## config.mk

```make
export PLATFORM = sky130hd
export DESIGN_NAME = i2c_bus_recover
export DESIGN_NICKNAME = d
export VERILOG_FILES = /design/src/rtl/i2crec_pkg.sv /design/src/rtl/i2crec_sync.sv /design/src/rtl/i2crec_count.sv /design/src/rtl/i2c_bus_recover.sv
export SDC_FILE = /design/constraint.sdc
export NUM_CORES = 1
export LEC_CHECK = 0
export BUFFER_PORTS_ARGS = -buffer_cell sky130_fd_sc_hd__buf_2
export CORE_UTILIZATION = 40
export DETAILED_ROUTE_END_ITERATION = 8
export SLEW_MARGIN = 25
export SYNTH_ARGS = -nofsm -noshare
export SYNTH_HDL_FRONTEND = slang
export SYNTH_SLANG_ARGS = --single-unit
```

## constraint.sdc

```tcl
create_clock -name clk -period 3.5 [get_ports clk]
set_input_delay 0.7 -clock clk [delete_from_list [all_inputs] [get_ports clk]]
set_output_delay 0.7 -clock clk [all_outputs]
set_load 0.02 [all_outputs]
```

## src/rtl/i2crec_pkg.sv

```systemverilog
package i2crec_pkg;

  typedef enum logic [3:0] {
    ST_IDLE,
    ST_CHK_SCL,
    ST_CHK_SDA,
    ST_PULSE_LO,
    ST_PULSE_HI,
    ST_STOP_LO,
    ST_STOP_SDA,
    ST_STOP_RISE,
    ST_STOP_END
  } rec_state_t;

  typedef enum logic [1:0] {
    RES_OK,
    RES_SCL,
    RES_SDA
  } rec_result_t;

endpackage

```

## src/rtl/i2crec_sync.sv

```systemverilog
module i2crec_sync #(
  parameter int WIDTH  = 2,
  parameter int STAGES = 2
) (
  input  logic             clk,
  input  logic             rst,
  input  logic [WIDTH-1:0] d,
  output logic [WIDTH-1:0] q
);

  logic [WIDTH-1:0] stage [STAGES];

  generate
    for (genvar g = 0; g < STAGES; g++) begin : g_stage
      if (g == 0) begin : g_first
        always_ff @(posedge clk) begin
          if (rst) stage[g] <= '1;
          else     stage[g] <= d;
        end
      end else begin : g_rest
        always_ff @(posedge clk) begin
          if (rst) stage[g] <= '1;
          else     stage[g] <= stage[g-1];
        end
      end
    end
  endgenerate

  assign q = stage[STAGES-1];

endmodule

```

## src/rtl/i2crec_count.sv

```systemverilog
module i2crec_count #(
  parameter int W = 20
) (
  input  logic         clk,
  input  logic         rst,
  input  logic         clr,
  input  logic         en,
  input  logic [W-1:0] limit,
  output logic         hit
);

  logic [W-1:0] cnt;

  assign hit = en && (cnt == limit);

  always_ff @(posedge clk) begin
    if (rst || clr) cnt <= '0;
    else if (en)    cnt <= cnt + 1'b1;
  end

endmodule

```

## src/rtl/i2c_bus_recover.sv

```systemverilog
module i2c_bus_recover #(
  parameter int CNT_W       = 20,
  parameter int HALF_CYCLES = 500,
  parameter int MAX_PULSES  = 9,
  parameter int SYNC_STAGES = 2
) (
  input  logic             clk,
  input  logic             rst,
  input  logic             start_i,
  input  logic [CNT_W-1:0] timeout_i,
  input  logic             scl_i,
  input  logic             sda_i,
  output logic             scl_drive_low_o,
  output logic             sda_drive_low_o,
  output logic             busy_o,
  output logic             done_o,
  output logic             ok_o,
  output logic             scl_err_o,
  output logic             sda_err_o
);
  import i2crec_pkg::*;

  localparam int PC_W = $clog2(MAX_PULSES + 1);
  localparam logic [CNT_W-1:0] HALF_LIM = CNT_W'(HALF_CYCLES - 1);
  localparam logic [PC_W-1:0]  LAST_PC  = PC_W'(MAX_PULSES - 1);

  rec_state_t  state, state_nxt;
  rec_result_t fin_res;
  logic        fin;
  logic [PC_W-1:0] pulse_cnt;
  logic        pc_inc, pc_clr;
  logic        scl_s, sda_s;
  logic        timed_lo, watch_hi;
  logic        half_en, half_hit, stuck_en, stuck_hit, phase_clr;
  logic        accept;

  i2crec_sync #(.WIDTH(2), .STAGES(SYNC_STAGES)) u_sync (
    .clk (clk),
    .rst (rst),
    .d   ({scl_i, sda_i}),
    .q   ({scl_s, sda_s})
  );

  assign timed_lo  = (state == ST_PULSE_LO) || (state == ST_STOP_LO) ||
                     (state == ST_STOP_SDA);
  assign watch_hi  = (state == ST_PULSE_HI) || (state == ST_STOP_RISE) ||
                     (state == ST_STOP_END);
  assign half_en   = timed_lo || (watch_hi && scl_s);
  assign stuck_en  = ((state == ST_CHK_SCL) || watch_hi) && !scl_s;
  assign phase_clr = (state_nxt != state);
  assign accept    = (state == ST_IDLE) && start_i;

  i2crec_count #(.W(CNT_W)) u_half (
    .clk   (clk),
    .rst   (rst),
    .clr   (phase_clr),
    .en    (half_en),
    .limit (HALF_LIM),
    .hit   (half_hit)
  );

  i2crec_count #(.W(CNT_W)) u_stuck (
    .clk   (clk),
    .rst   (rst),
    .clr   (phase_clr),
    .en    (stuck_en),
    .limit (timeout_i),
    .hit   (stuck_hit)
  );

  always_comb begin
    state_nxt = state;
    fin       = 1'b0;
    fin_res   = RES_OK;
    pc_inc    = 1'b0;
    pc_clr    = 1'b0;
    unique case (state)
      ST_IDLE: begin
        if (start_i) state_nxt = ST_CHK_SCL;
      end
      ST_CHK_SCL: begin
        if (scl_s) begin
          state_nxt = ST_CHK_SDA;
        end else if (stuck_hit) begin
          fin = 1'b1; fin_res = RES_SCL; state_nxt = ST_IDLE;
        end
      end
      ST_CHK_SDA: begin
        if (sda_s) begin
          fin = 1'b1; fin_res = RES_OK; state_nxt = ST_IDLE;
        end else begin
          pc_clr = 1'b1; state_nxt = ST_PULSE_LO;
        end
      end
      ST_PULSE_LO: begin
        if (half_hit) state_nxt = ST_PULSE_HI;
      end
      ST_PULSE_HI: begin
        if (stuck_hit) begin
          fin = 1'b1; fin_res = RES_SCL; state_nxt = ST_IDLE;
        end else if (half_hit) begin
          if (sda_s) begin
            state_nxt = ST_STOP_LO;
          end else if (pulse_cnt == LAST_PC) begin
            fin = 1'b1; fin_res = RES_SDA; state_nxt = ST_IDLE;
          end else begin
            pc_inc = 1'b1; state_nxt = ST_PULSE_LO;
          end
        end
      end
      ST_STOP_LO: begin
        if (half_hit) state_nxt = ST_STOP_SDA;
      end
      ST_STOP_SDA: begin
        if (half_hit) state_nxt = ST_STOP_RISE;
      end
      ST_STOP_RISE: begin
        if (stuck_hit) begin
          fin = 1'b1; fin_res = RES_SCL; state_nxt = ST_IDLE;
        end else if (half_hit) begin
          state_nxt = ST_STOP_END;
        end
      end
      ST_STOP_END: begin
        if (stuck_hit) begin
          fin = 1'b1; fin_res = RES_SCL; state_nxt = ST_IDLE;
        end else if (half_hit) begin
          fin = 1'b1; fin_res = sda_s ? RES_OK : RES_SDA; state_nxt = ST_IDLE;
        end
      end
      default: state_nxt = ST_IDLE;
    endcase
  end

  always_ff @(posedge clk) begin
    if (rst) begin
      state           <= ST_IDLE;
      pulse_cnt       <= '0;
      scl_drive_low_o <= 1'b0;
      sda_drive_low_o <= 1'b0;
      busy_o          <= 1'b0;
      done_o          <= 1'b0;
      ok_o            <= 1'b0;
      scl_err_o       <= 1'b0;
      sda_err_o       <= 1'b0;
    end else begin
      state           <= state_nxt;
      if (pc_clr)      pulse_cnt <= '0;
      else if (pc_inc) pulse_cnt <= pulse_cnt + 1'b1;
      scl_drive_low_o <= (state_nxt == ST_PULSE_LO) || (state_nxt == ST_STOP_LO) ||
                         (state_nxt == ST_STOP_SDA);
      sda_drive_low_o <= (state_nxt == ST_STOP_SDA) || (state_nxt == ST_STOP_RISE);
      busy_o          <= (state_nxt != ST_IDLE);
      done_o          <= fin;
      if (accept) begin
        ok_o      <= 1'b0;
        scl_err_o <= 1'b0;
        sda_err_o <= 1'b0;
      end else if (fin) begin
        ok_o      <= (fin_res == RES_OK);
        scl_err_o <= (fin_res == RES_SCL);
        sda_err_o <= (fin_res == RES_SDA);
      end
    end
  end

  // ---------------- assertions ----------------
  logic [PC_W+1:0] chk_pulls;
  logic            chk_scl_prev;

  always_ff @(posedge clk) begin
    if (rst || accept) begin
      chk_pulls    <= '0;
      chk_scl_prev <= 1'b0;
    end else begin
      chk_scl_prev <= scl_drive_low_o;
      if (scl_drive_low_o && !chk_scl_prev) chk_pulls <= chk_pulls + 1'b1;
    end
  end

  assert_pull_limit_R5: assert property (@(posedge clk) disable iff (rst)
    int'(chk_pulls) <= MAX_PULSES + 1);

  assert_no_start_R7: assert property (@(posedge clk) disable iff (rst)
    $rose(sda_drive_low_o) |-> scl_drive_low_o);

  assert_sda_free_high_R6: assert property (@(posedge clk) disable iff (rst)
    $fell(sda_drive_low_o) |-> !scl_drive_low_o);

  assert_done_single_R9: assert property (@(posedge clk) disable iff (rst)
    done_o |=> !done_o);

  assert_one_result_R9: assert property (@(posedge clk) disable iff (rst)
    done_o |-> $countones({ok_o, scl_err_o, sda_err_o}) == 1);

  assert_busy_end_R11: assert property (@(posedge clk) disable iff (rst)
    done_o |-> (!busy_o && $past(busy_o)));

  assert_idle_quiet_R1: assert property (@(posedge clk) disable iff (rst)
    !busy_o |-> (!scl_drive_low_o && !sda_drive_low_o));

endmodule

```

==> impl_metrics.py <==
metrics = {
    "clocking": {
        "cts_resized": 0,
        "cts_root_buffer": "clkbuf_8",
        "cts_buffers": 9,
        "cts_tree": "built",
        "clkTransAtPathRegs_ns": 0.07,
        "cts_hold_buffers": 0,
        "cts_setup_buffers": 0,
        "cts_buffer_depth": 2,
        "clk-insertion-delay-late_ns": 0.34,
        "htree_levels": 3,
        "cts.sinks": 59,
    },
    "worst_setup_path": {
        "r2r_cells": 9,
        "endpoint_kind": "flop",
        "startpoint_type": "flop",
        "crit_type": "reg2reg",
        "crit_path_end": "u_half.cnt[10]",
        "r2r_end": "u_half.cnt[10]",
        "path_max_fanout": 40,
        "path_buf_inv": 1,
        "r2r_start": "state[1]",
        "cp_top_family": "simple AND/OR/NAND/NOR gates",
        "max_stage_delay_ns": 0.65,
        "cp_data_arrival_time_ns": 3.43,
        "crit_required_ns": 3.76,
        "crit_cells": 9,
        "crit_path_start": "state[1]",
        "r2r_slack_ns": 0.33,
        "crit_chain": "or4b_4 > a21oi_1 > and2_1 > nand4_4 > a31oi_1 > a2111oi_0 > or3_2 > buf_12 > nor3_2",
        "critPathSlowestCell": "or4b_4",
    },
    "cells_and_area": {
        "drive_above_1_share": 0.262,
        "multiInputGateArea_sq_mm": 0.00220,
        "antennaDiodeCount": 0,
        "fillers": 850,
        "layout_commonest_cell": "dfxtp_1",
        "syn2layout_area_growth_pct": 14.2,
        "mostFrequentLayoutCells": "dfxtp_1, nor3_2, xnor2_1",
        "nNetsFinal": 453,
        "register_area_sq_mm": 0.00118,
    },
    "yosys": {
        "synth.ff_latch_count": 59,
        "syn_avg_cell_area_sq_um": 9.11,
        "ys_async_sr_fraction": 0,
        "synthCells": 392,
        "ys.flop_type": "dfxtp_1",
        "syn-num-nets": 421,
        "synth_cell_types": 55,
        "synth_edf_count": 0,
        "yosysWarnings": 0,
        "syn_area_sq_mm": 0.00357,
        "ys_seq_area_frac": 0.331,
    },
    "sta": {
        "fin_crit_sh": 0.906,
        "grt_setup_unrepaired": "no",
        "fmax_ghz": 0.315,
        "finClkSkew_ns": 0.0106,
        "relSlewSlack": 0.569,
        "setup_viol": 0,
        "tns_ns": 0,
        "final-max-slew-violation-count": 0,
        "worstMarginPinSlew_ns": 0.642,
        "fin_crit_ns": 3.17,
        "hold_viol": 0,
        "whs_ns": 0.409,
    },
    "die": {
        "rows": 34,
        "die_h_um": 96.5,
        "coreArea_sq_mm": 0.00868,
        "ios": 32,
        "die_w_um": 96.5,
        "die_area_sq_mm": 0.00931,
        "start_util": 0.412,
    },
    "route": {
        "drt-total-wl_um": 7900,
        "ant_nets": 0,
        "wire_per_inst_um": 14.7,
        "drt-initial-drc-count": 198,
        "vias": 2893,
        "drcViolationCount": 0,
        "viasPerCell": 5.40,
        "drtPass1Iterations": 5,
    },
    "power_and_ir_drop": {
        "p_leak_nw": 1.49,
        "ir_worst_vdd_mv": 0.195,
        "switching_power_mw": 0.425,
        "pwr-share-comb": 0.130,
        "pwr-share-clk": 0.463,
        "internal_power_mw": 1.27,
        "power_density_mw_per_mm2": 415,
        "p_seq_frac": 0.406,
        "swShare": 0.251,
    },
    "global_route": {
        "grt_pass1_vias": 2771,
        "overflow": 0,
        "grt_usage": 0.185,
        "grt_pass1_wl_um": 13100,
        "grt_max_degree": 41,
        "antenna_found_initial": 0,
    },
    "placed_design": {
        "dpl.hpwl_um": 5650,
        "portBuffers": 31,
        "place_congestion": 0.905,
    },
    "outcome": {
        "status": "finished clean",
    },
    "worst_hold_path": {
        "hp-class": "reg2reg",
    },
    "run": {
        "drv_cap": 0,
    },
}
final cells by class:
cell class              count  share of cell area
flip-flops and latches     59               0.290
multi-input cells         303               0.539
clock inverters             4              0.0239
clock buffers              11              0.0371
repair buffers             43              0.0693
inverters                   8             0.00736
well taps                 108              0.0331
worst register-to-register path, cell delays in order, from the launching register on:
cell and delay (ns):
dfxtp_1 0.49, or4b_4 0.66, a21oi_1 0.15, and2_1 0.34
nand4_4 0.28, a31oi_1 0.24, a2111oi_0 0.08, or3_2 0.45
buf_12 0.22, nor3_2 0.19
cell usage after synthesis (all sizes together) (2+ instances only):
cell type | instances | area [sq um]
nor2b | 8 | 50.1
o211a | 2 | 20.0
nand4 | 15 | 115
ha | 4 | 50.1
mux2i | 3 | 30.0
a31oi | 7 | 43.8
nand3 | 18 | 90.1
a21oi | 12 | 60.1
and4 | 3 | 26.3
clkbuf | 5 | 20.0
a311oi | 2 | 17.5
xnor2 | 33 | 297
nor4b | 2 | 17.5
o21ai | 13 | 68.8
or2 | 5 | 31.3
a21o | 2 | 22.5
nor4 | 6 | 37.5
nor3 | 44 | 400
inv | 8 | 30.0
buf | 17 | 154
xor2 | 31 | 272
and2 | 3 | 18.8
and3 | 10 | 62.6
nand2 | 23 | 86.3
dfxtp | 59 | 1180
nor2 | 28 | 105
or3 | 3 | 18.8
nor3b | 7 | 77.6
nand2b | 3 | 18.8
worst min path at each step:
| stage | startpoint | to | cells past startpoint |
|---|---|---|---|
| finish | u_sync.stage[0][0] | u_sync.stage[1][0] | 1 |
| global route | u_sync.stage[0][1] | u_sync.stage[1][1] | 1 |
| CTS | u_sync.stage[0][0] | u_sync.stage[1][0] | 1 |
| detailed placement | u_sync.stage[0][0] | u_sync.stage[1][0] | 1 |
| global placement | u_sync.stage[0][1] | u_sync.stage[1][1] | 1 |
| floorplan | u_sync.stage[0][0] | u_sync.stage[1][0] | 1 |
registers in the layout (all words and copies together) (netlist names):
| register | count |
|---|---|
| scl_drive_low_o | 1 |
| scl_err_o | 1 |
| u_stuck.cnt | 20 |
| sda_drive_low_o | 1 |
| u_sync.stage | 4 |
| ok_o | 1 |
| pulse_cnt | 4 |
| done_o | 1 |
| u_half.cnt | 20 |
| state | 4 |
| sda_err_o | 1 |
| busy_o | 1 |
power by group through the flow:
| stage | registers (mW) | clock network [mW] | logic, mW |
|---|---|---|---|
| after floorplan | 0.700 | 0 | 0.170 |
| after global placement | 0.703 | 0 | 0.223 |
| after detailed placement | 0.703 | 0 | 0.223 |
| after CTS | 0.687 | 0.798 | 0.223 |
| after global routing | 0.689 | 0.828 | 0.239 |
| final | 0.688 | 0.785 | 0.221 |
cell families after synthesis:
group / Yosys count / share of synthesized area
buf+inv: 30 / 0.0571
fa+ha+maj: 4 / 0.0140
flops: 59 / 0.331
compound gates: 50 / 0.0960
simple gates: 182 / 0.335
xor+xnor: 64 / 0.159
mux: 3 / 0.00841
metal layers:
metal	GRT usage	wire length [um]	part of all wire	vias to the layer above
met5	0	0	0	-
met4	0.0846	114	0.014	0
met3	0.0446	479	0.061	11
met2	0.290	3650	0.46	93
met1	0.239	3660	0.46	1336
li1	-	-	-	1453
metrics by stage:
stage / power [mW] / utilization / setup slack [ns] / area, sq um / instances
floorplan: 0.870 / - / 1.04 / 3570 / 392
global placement: 0.925 / 0.441 / 0.434 / 3830 / 521
detailed placement: 0.926 / 0.441 / 0.364 / 3830 / 521
CTS: 1.71 / 0.470 / 0.354 / 4080 / 536
global route: 1.76 / 0.470 / 0.0877 / 4080 / 536
finish: 1.69 / 0.470 / 0.330 / 4080 / 536
No activity file was read; power rests on OpenSTA's default activity.
